<file path="src/rtl/clk_mode_pkg.sv">
package clk_mode_pkg;

  localparam logic [2:0] MD_FAST   = 3'd0;
  localparam logic [2:0] MD_PLL    = 3'd1;
  localparam logic [2:0] MD_MID    = 3'd2;
  localparam logic [2:0] MD_SUB    = 3'd3;
  localparam logic [2:0] MD_SUBLP  = 3'd4;
  localparam logic [2:0] MD_RING   = 3'd5;
  localparam logic [2:0] MD_RINGLP = 3'd6;

  localparam int NUM_OSC = 4;

  localparam logic [1:0] SRC_MAIN = 2'd0;
  localparam logic [1:0] SRC_SUB  = 2'd1;
  localparam logic [1:0] SRC_PLL  = 2'd2;
  localparam logic [1:0] SRC_RING = 2'd3;

  typedef struct packed {
    logic capture;   // latch a legal request as the pending target
    logic commit;    // pending target becomes the live mode
    logic raiseErr;  // rejection or timeout
    logic slowOk;    // wait/stop request accepted
  } strobe_t;

  function automatic logic isSubFam(input logic [2:0] m);
    return (m == MD_SUB) || (m == MD_SUBLP);
  endfunction

  function automatic logic isRingFam(input logic [2:0] m);
    return (m == MD_RING) || (m == MD_RINGLP);
  endfunction

  function automatic logic [1:0] srcOf(input logic [2:0] m);
    logic [1:0] s;
    if (m == MD_PLL)        s = SRC_PLL;
    else if (isSubFam(m))   s = SRC_SUB;
    else if (isRingFam(m))  s = SRC_RING;
    else                    s = SRC_MAIN;
    return s;
  endfunction

  function automatic logic moveAllowed(input logic [2:0] cur, input logic [2:0] tgt,
                                       input logic lock8);
    logic ok;
    ok = 1'b1;
    if (tgt > MD_RINGLP)                              ok = 1'b0;
    else if (tgt == cur)                              ok = 1'b1;
    else if (tgt == MD_PLL)                           ok = (cur == MD_FAST);
    else if (cur == MD_PLL)                           ok = (tgt == MD_FAST);
    else if (tgt == MD_SUBLP)                         ok = (cur == MD_SUB);
    else if (tgt == MD_RINGLP)                        ok = (cur == MD_RING);
    else if (isSubFam(cur) && isRingFam(tgt))         ok = 1'b0;
    else if (isRingFam(cur) && isSubFam(tgt))         ok = 1'b0;
    else if (isRingFam(cur) && tgt == MD_FAST)        ok = 1'b0;
    else if (isRingFam(cur) && tgt == MD_MID)         ok = lock8;
    else if (cur == MD_SUBLP && tgt == MD_FAST)       ok = 1'b0;
    return ok;
  endfunction

endpackage

</file>
<file path="src/rtl/clk_mode_ctrl_fsm.sv">
module clk_mode_ctrl_fsm
  import clk_mode_pkg::*;
#(
  parameter int TO_W = 8
) (
  input  logic                 clk,
  input  logic                 rstN,
  input  logic                 reqValid,
  input  logic [2:0]           reqMode,
  input  logic                 slowReq,
  input  logic [2:0]           curMode,
  input  logic [2:0]           tgtMode,
  input  logic                 lock8,
  input  logic [NUM_OSC-1:0]   oscRdy,
  input  logic [TO_W-1:0]      timeoutCfg,
  output strobe_t              stb,
  output logic                 busy
);

  typedef enum logic {ST_IDLE, ST_WAIT} state_e;

  state_e          stateQ, stateD;
  logic [TO_W-1:0] waitCnt;
  logic [1:0]      tgtSrc;
  logic            srcOk;

  assign tgtSrc = srcOf(tgtMode);
  assign srcOk  = oscRdy[tgtSrc] || (tgtSrc == srcOf(curMode));

  always_comb begin
    stb    = '0;
    stateD = stateQ;
    case (stateQ)
      ST_IDLE: begin
        if (reqValid) begin
          if (moveAllowed(curMode, reqMode, lock8)) begin
            stb.capture = 1'b1;
            stateD      = ST_WAIT;
          end else begin
            stb.raiseErr = 1'b1;
          end
        end else if (slowReq) begin
          if (curMode == MD_PLL) stb.raiseErr = 1'b1;
          else                   stb.slowOk   = 1'b1;
        end
      end
      ST_WAIT: begin
        if (srcOk) begin
          stb.commit = 1'b1;
          stateD     = ST_IDLE;
        end else if (waitCnt == timeoutCfg) begin
          stb.raiseErr = 1'b1;
          stateD       = ST_IDLE;
        end
      end
      default: stateD = ST_IDLE;
    endcase
  end

  always_ff @(posedge clk) begin
    if (!rstN) begin
      stateQ  <= ST_IDLE;
      waitCnt <= '0;
    end else begin
      stateQ <= stateD;
      if (stateQ == ST_WAIT && stateD == ST_WAIT) waitCnt <= waitCnt + 1'b1;
      else                                        waitCnt <= '0;
    end
  end

  assign busy = (stateQ == ST_WAIT);

endmodule

</file>
<file path="src/rtl/clk_mode_ctrl_dp.sv">
module clk_mode_ctrl_dp
  import clk_mode_pkg::*;
(
  input  logic               clk,
  input  logic               rstN,
  input  strobe_t            stb,
  input  logic               busy,
  input  logic [2:0]         reqMode,
  input  logic [1:0]         reqDivCode,
  input  logic [1:0]         reqMulCode,
  input  logic               div8Wr,
  input  logic               div8Val,
  input  logic               periphRingSel,
  input  logic               errRd,
  output logic [2:0]         curMode,
  output logic [2:0]         tgtMode,
  output logic [1:0]         cpuSrc,
  output logic [2:0]         mainDivLog2,
  output logic [1:0]         pllMulCode,
  output logic [NUM_OSC-1:0] oscEn,
  output logic               periphRing,
  output logic               div8,
  output logic               errFlag,
  output logic               slowAck
);

  logic [2:0] modeQ, tgtQ;
  logic [1:0] divQ, divTgt, mulQ, mulTgt;
  logic       lockQ, errQ, ackQ;
  logic [NUM_OSC-1:0] baseEn;
  logic [1:0] pendSrc;

  always_ff @(posedge clk) begin
    if (!rstN) begin
      modeQ  <= MD_MID;
      tgtQ   <= MD_MID;
      divQ   <= '0;
      divTgt <= '0;
      mulQ   <= '0;
      mulTgt <= '0;
      lockQ  <= 1'b1;
      errQ   <= 1'b0;
      ackQ   <= 1'b0;
    end else begin
      if (stb.capture) begin
        tgtQ   <= reqMode;
        divTgt <= reqDivCode;
        mulTgt <= reqMulCode;
      end
      if (stb.commit) begin
        modeQ <= tgtQ;
        divQ  <= divTgt;
        mulQ  <= mulTgt;
      end
      if (stb.commit && tgtQ == MD_SUBLP)   lockQ <= 1'b1;
      else if (div8Wr && modeQ != MD_SUBLP) lockQ <= div8Val;
      if (stb.raiseErr) errQ <= 1'b1;
      else if (errRd)   errQ <= 1'b0;
      ackQ <= stb.slowOk;
    end
  end

  // per-mode enables of the live mode
  assign baseEn[SRC_MAIN] = (modeQ == MD_FAST) || (modeQ == MD_PLL) ||
                            (modeQ == MD_MID)  || (modeQ == MD_SUB);
  assign baseEn[SRC_SUB]  = isSubFam(modeQ);
  assign baseEn[SRC_PLL]  = (modeQ == MD_PLL);
  assign baseEn[SRC_RING] = isRingFam(modeQ) || (isSubFam(modeQ) && periphRingSel);

  assign pendSrc = srcOf(tgtQ);

  for (genvar g = 0; g < NUM_OSC; g++) begin : g_oscEn
    assign oscEn[g] = baseEn[g] || (busy && pendSrc == g[1:0]);
  end

  always_comb begin
    mainDivLog2 = 3'd0;
    if (modeQ == MD_MID) mainDivLog2 = lockQ ? 3'd3 : ({1'b0, divQ} + 3'd1);
  end

  assign curMode    = modeQ;
  assign tgtMode    = tgtQ;
  assign cpuSrc     = srcOf(modeQ);
  assign pllMulCode = mulQ;
  assign periphRing = baseEn[SRC_RING];
  assign div8       = lockQ;
  assign errFlag    = errQ;
  assign slowAck    = ackQ;

endmodule

</file>
<file path="src/rtl/clk_mode_ctrl.sv">
module clk_mode_ctrl
  import clk_mode_pkg::*;
#(
  parameter int TO_W = 8
) (
  input  logic            clk,
  input  logic            rstN,
  input  logic            reqValid,
  input  logic [2:0]      reqMode,
  input  logic [1:0]      reqDivCode,
  input  logic [1:0]      reqMulCode,
  input  logic            slowReq,
  input  logic            div8Wr,
  input  logic            div8Val,
  input  logic            periphRingSel,
  input  logic            errRd,
  input  logic [TO_W-1:0] timeoutCfg,
  input  logic [3:0]      oscRdy,
  output logic [2:0]      curMode,
  output logic [1:0]      cpuSrc,
  output logic [2:0]      mainDivLog2,
  output logic [1:0]      pllMulCode,
  output logic [3:0]      oscEn,
  output logic            periphRing,
  output logic            div8,
  output logic            busy,
  output logic            errFlag,
  output logic            slowAck
);

  strobe_t    stb;
  logic [2:0] tgtMode;

  clk_mode_ctrl_fsm #(.TO_W(TO_W)) u_fsm (
    .clk        (clk),
    .rstN       (rstN),
    .reqValid   (reqValid),
    .reqMode    (reqMode),
    .slowReq    (slowReq),
    .curMode    (curMode),
    .tgtMode    (tgtMode),
    .lock8      (div8),
    .oscRdy     (oscRdy),
    .timeoutCfg (timeoutCfg),
    .stb        (stb),
    .busy       (busy)
  );

  clk_mode_ctrl_dp u_dp (
    .clk           (clk),
    .rstN          (rstN),
    .stb           (stb),
    .busy          (busy),
    .reqMode       (reqMode),
    .reqDivCode    (reqDivCode),
    .reqMulCode    (reqMulCode),
    .div8Wr        (div8Wr),
    .div8Val       (div8Val),
    .periphRingSel (periphRingSel),
    .errRd         (errRd),
    .curMode       (curMode),
    .tgtMode       (tgtMode),
    .cpuSrc        (cpuSrc),
    .mainDivLog2   (mainDivLog2),
    .pllMulCode    (pllMulCode),
    .oscEn         (oscEn),
    .periphRing    (periphRing),
    .div8          (div8),
    .errFlag       (errFlag),
    .slowAck       (slowAck)
  );

endmodule

</file>
<file path="config.mk">
export PLATFORM = sky130hd
export DESIGN_NAME = clk_mode_ctrl
export DESIGN_NICKNAME = d
export VERILOG_FILES = /design/src/rtl/clk_mode_pkg.sv /design/src/rtl/clk_mode_ctrl_fsm.sv /design/src/rtl/clk_mode_ctrl_dp.sv /design/src/rtl/clk_mode_ctrl.sv
export SDC_FILE = /design/constraint.sdc
export NUM_CORES = 1
export LEC_CHECK = 0
export BUFFER_PORTS_ARGS = -buffer_cell sky130_fd_sc_hd__clkbuf_2
export CORE_ASPECT_RATIO = 0.7
export CORE_UTILIZATION = 48
export DETAILED_ROUTE_END_ITERATION = 10
export HOLD_SLACK_MARGIN = 0.02
export MAX_ROUTING_LAYER = met4
export PLACE_DENSITY = 0.81
export SLEW_MARGIN = 20
export SYNTH_ARGS = -nofsm -noshare
export SYNTH_HDL_FRONTEND = slang
export SYNTH_HIERARCHICAL = 1
export SYNTH_SLANG_ARGS = --single-unit
</file>
<file path="constraint.sdc">
create_clock -name clk -period 2.3 [get_ports clk]
set_input_delay 0.345 -clock clk [delete_from_list [all_inputs] [get_ports clk]]
set_output_delay 0.345 -clock clk [all_outputs]
set_load 0.02 [all_outputs]
</file>
* Word level (Yosys, flattened, before mapping)
Index checks and enable logic that the tools add are counted.
W data, S select, Z words.
** Storage, ports and cells
- Bits in registers :: 26
- Input bits :: 27
- Output and inout port bits :: 19
- Word-level logic and storage cells :: 118
** Operators by class
- Add/sub/neg operators :: 2
- $lt $le $gt $ge :: 2
- Equal/unequal tests :: 24
- Multiplexer cells :: 41
- Bitwise gates (word level) :: 3
- Reductions and logical operators :: 35
** Operator list (count)
- $mux W1 :: 29
- $eq A3 B3 Y1 const B :: 9
- $eq A3 B2 Y1 const B :: 5
- $logic_or A1 B1 Y1 :: 15
- $mux W2 :: 7
- $logic_and A1 B1 Y1 :: 13
- $eq A3 B1 Y1 const B :: 3
- $add A8 B1 Y8 const B :: 1
- $eq A8 B8 Y1 :: 1
- $logic_not A3 Y1 :: 2
- $mux W3 :: 2
- $eq A2 B2 Y1 const B :: 2
- $pmux W1 S2 :: 2
- $reduce_or A4 Y1 :: 1
- $add A2 B1 Y3 const B :: 1
- $eq A3 B3 Y1 :: 1
- $gt A3 B3 Y1 const B :: 1
- $lt A2 B3 Y1 const B :: 1
- $ne A3 B3 Y1 const B :: 1
- $not A1 Y1 :: 3
- $bmux W1 S2 :: 1
- $eq A2 B1 Y1 const B :: 1
- $eq A2 B2 Y1 :: 1
- $logic_not A2 Y1 :: 1
- other kinds (3) :: 3

* Longest topological paths before layout
Gate-level depths: netlist (run 1).
- Depth in word-level cells :: 20
- Mapped depth :: 11
- Mapped depth without buffers :: 8

* By module
The synthesis (run 1) kept the hierarchy.
** Modules (own cells, without submodules)
- clk_mode_ctrl_fsm :: times used 1, cells an instance 118, area each 957.2 µm², seq. area each 180.2 µm²
- clk_mode_ctrl_dp :: times used 1, cells an instance 88, area each 834.6 µm², seq. area each 340.3 µm²

* Least setup slack after synthesis (run 1)
Ideal clock, no wire load.
- Path kind :: register to register
- Start point :: register u_dp.modeQ[0], in the netlist u_dp/curMode[0]
- End point :: register u_dp.lockQ, in the netlist u_dp/div8
- Library setup time :: 0.060 ns
- Data arrival time :: 2.281 ns
- Data required time :: 2.240 ns
- Setup slack :: -0.041 ns
- Stages on the path, launching flop included :: 12
- Path buffers :: 3
- Clock period less this slack :: 2.341 ns
- Path through :: dfxtp_1 -> buf_2 -> buf_2 -> inv_1 -> a311oi_1 -> o21ai_0 -> a32oi_2 -> and2_1 -> buf_2 -> nand2_1 -> o31ai_1 -> a311o_1
** RTL lines
- start, declared :: RTL line clk_mode_ctrl_dp.sv:27 : logic [2:0] modeQ, tgtQ;
- start signal, assigned :: RTL line clk_mode_ctrl_dp.sv:51 : modeQ <= tgtQ;
- end signal, assigned :: RTL line clk_mode_ctrl_dp.sv:56 : else if (div8Wr && modeQ != MD_SUBLP) lockQ <= div8Val;
- end, declared :: RTL line clk_mode_ctrl_dp.sv:29 : logic lockQ, errQ, ackQ;

==> results.yml, run 1 <==
power:
  max-vdd-ir-drop_mv: 0.353
  p_leak_nw: 0.847
  power.density_mw_per_mm2: 507
yosys:
  syn_avg_cell_area_sq_um: 8.70
  synth_fp_nets: 235
  synthDistinctLibCells: 53
  synth_ff_type: "dfxtp_1"
  ys_seq_area_frac: 0.291
  synth_top_area_frac: 0.291
  synth_largest_area_cell: "dfxtp_1"
  synthesis.area_sq_mm: 0.00179
  synth_top_family_by_area: "simple AND/OR/NAND/NOR gates"
  synth_edf_count: 0
  synth_area_leaders: "dfxtp_1, mux2i_1, xnor2_1, nor2b_1, nor3_2"
  synth-seq-cells: 26
  synth_compound_area_frac: 0.173
  synth_warnings: 6
  syn_inst: 206
  synthArstFlopShare: 0
  ys_top_cells_by_count: "dfxtp_1, nor2b_1, mux2i_1, xnor2_1"
  synth_xor_area_frac: 0.0929
  synth_fa_ha_area_frac: 0.0140
  synth.most_common_cell: "dfxtp_1"
  synthMuxAreaShare: 0.0670
  yosys.area_share.simple: 0.304
final_layout:
  final_cell_area_sq_mm: 0.00215
  fin_nets: 281
  area_growth_pct: 20.2
  post-route-util: 0.609
  fillers: 337
  n_antenna_cell: 0
  drive_gt1_frac: 0.319
worst_hold_path:
  hold_path_depth: 2
  holdCritPathClass: "in -> reg"
  hold_start: "div8Val"
clock_network:
  clockBufferDepth: 2
  post-cts-setup-buffers: 0
  clk_latency_ps: 280
  clk_pin_slew_ps: 90
  clock-root-buffer: "clkbuf_8"
  cts_tree: "built"
  cts_made_buffers: 3
  htreeDepth: 1
  clkSinkCount: 26
global_routing:
  grt_usage: 0.220
  grt_overflow: 0
  grt_pass1_wl_um: 6420
  grt_max_degree: 22
  grt_pass1_vias: 1409
  antenna_found_initial: 0
timing:
  finalSetupTns_ps: 0
  drv_slew: 0
  hold_violations: 0
  finalSetupViolCount: 0
  worst_slew_margin_rel: 0.703
  fmaxAchievable_mhz: 452
  hold_ws_ps: 318
  timing.final.crit_share: 0.961
  worst_pin_slew_ps: 439
  finClkSkew_ps: 4.09
  min_period_ps: 2210
  rsz0062_at_grt: "false"
detailed_routing:
  antenna_left: 0
  viasPerCell: 5.38
  drcViolationCount: 0
  dr.pass1.iters: 4
  wl_um: 3860
  drt-initial-drc-count: 152
  wl_per_cell_um: 12.8
  dr_total_vias: 1619
critical_path:
  crit_required_ps: 2470
  r2r_slack_ps: 90
  start_kind: "register"
  reg2reg_depth: 8
  worstPathArrival_ps: 2380
  crit_type: "reg -> reg"
  crit_start: "u_dp/tgtMode[0]"
  crit-reg2reg-launch: "u_dp/tgtMode[0]"
  end_kind: "register"
  path_max_fanout: 7
run_status:
  status: "complete, no violations"
die:
  num_io_pins: 46
  core_area_sq_mm: 0.00354
  initial_utilization: 0.507
  die_w_um: 75.0
  row_count: 18
  die_height_um: 53.1
  dieArea_sq_mm: 0.00398
place:
  placed_area_sq_mm: 0.00208
  place_congestion: 0.788
  dp_hpwl_um: 2820
  port_buffers: 45
flow_run:
  cap_violations: 0
==> metrics by stage <==
step / instances / setup slack (ps) / total power, mW
2_1_floorplan: 206 / 105 / 0.641
3_3_place_gp: 297 / 165 / 0.710
3_5_place_dp: 297 / 117 / 0.714
4_1_cts: 301 / 50.7 / 1.10
5_1_grt: 301 / 9.77 / 1.14
6_report: 301 / 90.0 / 1.09
==> cell families (layout without fill, tap and decap cells) <==
family,Yosys count,after routing
AO/OA/AOI/OAI,42,42
XOR/XNOR,19,19
adder cells (fa/ha/maj),2,2
buffers and inverters,22,67
flip-flops,26,26
multiplexers,12,12
AND/OR/NAND/NOR,83,83
==> path summary, 6_finish.rpt <==
kind	endpoint
worst max-delay path	u_dp/div8
worst min-delay path	u_dp/div8
worst max register to register	u_dp/div8
worst min register to register	u_dp/mulTgt[1]
==> layout by cell type (no fill, tap or decap), types with 3 or more instances in the layout <==
master and instances:
clkbuf_2 45, dfxtp_1 23, nor2b_1 14, xnor2_1 12, mux2i_1 12, nor2_1 11
nand2_1 11, o21ai_0 11, buf_4 9, inv_1 9, xor2_1 7, nor3_2 7
a21oi_1 6, o211ai_1 6, nand3_1 5, and3_1 4, nor3b_1 4, clkbuf_8 3
dfxtp_2 3
==> power by group <==
| part | switching (mW) | internal [mW] |
|---|---|---|
| sequential | 0.0235 | 0.467 |
| combinational | 0.120 | 0.0965 |
| clock | 0.151 | 0.233 |
==> registers in the layout, indices dropped and copies added (netlist names), 2 cells and up <==
name and cells:
u_dp/curMode 3, u_dp/divQ 2, u_dp/divTgt 2, u_dp/mulTgt 2
u_dp/pllMulCode 2, u_dp/tgtMode 3, u_fsm/waitCnt 8
==> metal layers <==
metal  share of wire  GRT usage  wire [um]  vias up
li1                -          -          -      827
met4          0.0075     0.0440         29        0
met3           0.054     0.0533        210        4
met5               0          -          0        -
met2            0.43      0.339       1670       40
met1            0.50      0.292       1950      748
==> area by class of cell <==
type                    instances  area, sq um  area share
flip-flops and latches         26          524       0.243
repair buffers                 54          293       0.136
inverters                       9         33.8      0.0157
clock buffers                   3         41.3      0.0192
clock inverters                 1         30.0      0.0139
well taps                      50         62.6      0.0291
multi-input cells             158         1170       0.543
==> worst max-delay path, cell delays in order, from the launching register on <==
cell and delay, ps:
dfxtp_1 450, or4b_1 520, and4_4 230, a31oi_4 130
a32oi_2 80, and2_2 260, nand2_1 90, o31ai_1 70
a311o_1 280
==> timing repair <==
item                                   in CTS  in global routing
hold buffers                                0                  0
gates resized for setup                     0                  3
endpoints found under the hold margin       0                  0
setup endpoints to repair                   0                 12
(Power assumes the default switching activity.)
==> run 2: changes to the inputs <==
--- a/config.mk
+++ b/config.mk
@@ -13,4 +13,5 @@
 export MAX_ROUTING_LAYER = met4
 export PLACE_DENSITY = 0.81
+export SETUP_SLACK_MARGIN = 0.2
 export SLEW_MARGIN = 20
 export SYNTH_ARGS = -nofsm -noshare
==> constraint.sdc (replaced) <==
create_clock -name clk -period 2.3 [get_ports clk]
set_input_delay 0.23 -clock clk [delete_from_list [all_inputs] [get_ports clk]]
set_output_delay 0.23 -clock clk [all_outputs]
set_load 0.02 [all_outputs]
==> run 2 against run 1 <==
  * Global-route usage is 0.35 points lower
  * Via count is 1.7% higher
  * Register-to-register slack better by 150 ps
  * Final area is 3.5% higher
  * Critical path type unchanged
  * Critical endpoint unchanged
  * Largest cell class unchanged
  * Highest routed layer unchanged
==> results.yml, run 2 (same netlist as run 1, synthesis figures left out) <==
timing:
  hold_violations: 0
  timing.final.crit_share: 0.894
  worst_pin_slew_ps: 552
  finalSetupTns_ps: 0
  rsz0062_at_grt: "true"
  worst_slew_margin_rel: 0.631
  finalSetupViolCount: 0
  fmaxAchievable_mhz: 486
  hold_ws_ps: 195
  drv_slew: 0
  min_period_ps: 2060
  finClkSkew_ps: 1.99
detailed_routing:
  wl_um: 4170
  dr.pass1.iters: 4
  antenna_left: 0
  viasPerCell: 5.42
  drcViolationCount: 0
  drt-initial-drc-count: 233
  wl_per_cell_um: 13.7
  dr_total_vias: 1647
clock_network:
  htreeDepth: 1
  clkSinkCount: 26
  clock-root-buffer: "clkbuf_8"
  cts_made_buffers: 3
  clk_pin_slew_ps: 90
  ctsHoldBuffers: 0
  cts_tree: "built"
  clockBufferDepth: 2
  clk_latency_ps: 270
critical_path:
  crit_start: "u_dp/tgtMode[1]"
  path_max_fanout: 6
  critical-path-slowest-cell: "or4b_4"
  reg2reg_depth: 8
  crit_required_ps: 2470
  crit_cells: 8
  critPathBufInv: 0
  crit_path_cell_trace: "or4b_4 -> and4_4 -> a31oi_4 -> a32oi_2 -> and2_4 -> nand2_2 -> o31ai_2 -> a311o_1"
  start_kind: "register"
  r2r_slack_ps: 240
  crit-reg2reg-launch: "u_dp/tgtMode[1]"
  crit_type: "reg -> reg"
  crit_path_max_incr_delay_ps: 530
  reg2reg_to: "u_dp/div8"
  worstPathArrival_ps: 2220
  crit_family: "simple AND/OR/NAND/NOR gates"
  end_kind: "register"
run_status:
  status: "complete, no violations"
flow_run:
  cap_violations: 0
global_routing:
  grt_max_degree: 30
  grt_pass1_wl_um: 6220
  grt_pass1_vias: 1345
  grt_overflow: 0
  grt_usage: 0.216
  antenna_found_initial: 0
power:
  power.density_mw_per_mm2: 491
  max-vdd-ir-drop_mv: 0.349
  p_leak_nw: 0.871
die:
  initial_utilization: 0.507
  dieArea_sq_mm: 0.00398
  num_io_pins: 46
  row_count: 18
  core_area_sq_mm: 0.00354
  die_height_um: 53.1
  die_w_um: 75.0
place:
  place_congestion: 0.815
  placed_area_sq_mm: 0.00209
  port_buffers: 45
  dp_hpwl_um: 2970
final_layout:
  n_antenna_cell: 0
  final_cell_mix: "clkbuf_2, dfxtp_1, nor2b_1"
  fillers: 310
  area_growth_pct: 24.4
  largest_reg_flops: 8
  fin_nets: 284
  final_cell_area_sq_mm: 0.00223
  drive_gt1_frac: 0.362
  final_common_cell: "clkbuf_2"
  regMostFlops: "u_fsm/waitCnt"
worst_hold_path:
  hold_start: "div8Val"
  hold_path_end: "u_dp/div8"
  holdCritPathClass: "in -> reg"
  hold_path_depth: 2
[run 2: power by group]
group | internal [mW] | switching, mW
sequential | 0.465 | 0.0260
combinational | 0.103 | 0.124
clock | 0.233 | 0.144
total | 0.801 | 0.294
[run 2: worst max-delay path by stage]
stage                      endpoint  slack [ps]
finish                    u_dp/div8         240
global route           u_dp/divQ[0]         160
CTS                       u_dp/div8         200
detailed placement  u_dp/tgtMode[1]         120
global placement    u_dp/tgtMode[1]         110
floorplan                 u_dp/div8         220
[run 2: metal layers]
metal / wire [um] / global-route usage / vias up
met2: 1890 / 0.315 / 52
li1: - / - / 834
met4: 17 / 0.0440 / 0
met1: 2000 / 0.303 / 759
met5: 0 / - / -
met3: 267 / 0.0495 / 2
[run 2: stage by stage]
step | power [mW] | util | worst slack (ps) | instances
2_1_floorplan | 0.642 | - | 215 | 206
3_3_place_gp | 0.712 | 0.591 | 114 | 298
3_5_place_dp | 0.716 | 0.591 | 119 | 298
4_1_cts | 1.09 | 0.614 | 204 | 302
5_1_grt | 1.14 | 0.630 | 165 | 304
6_report | 1.10 | 0.630 | 244 | 304
[run 2: final cells by class]
class | count | area [sq um] | share of cell area
multi-input cells | 158 | 1190 | 0.536
flip-flops and latches | 26 | 538 | 0.241
repair buffers | 57 | 329 | 0.148
well taps | 50 | 62.6 | 0.0281
clock buffers | 3 | 41.3 | 0.0185
inverters | 9 | 33.8 | 0.0152
clock inverters | 1 | 30.0 | 0.0135
[run 2: repair_timing]
item,CTS,global route
endpoints found under the hold margin,0,0
setup endpoints to repair,16,15
gates resized for setup,5,13
setup buffers,0,2
pin swaps,0,2
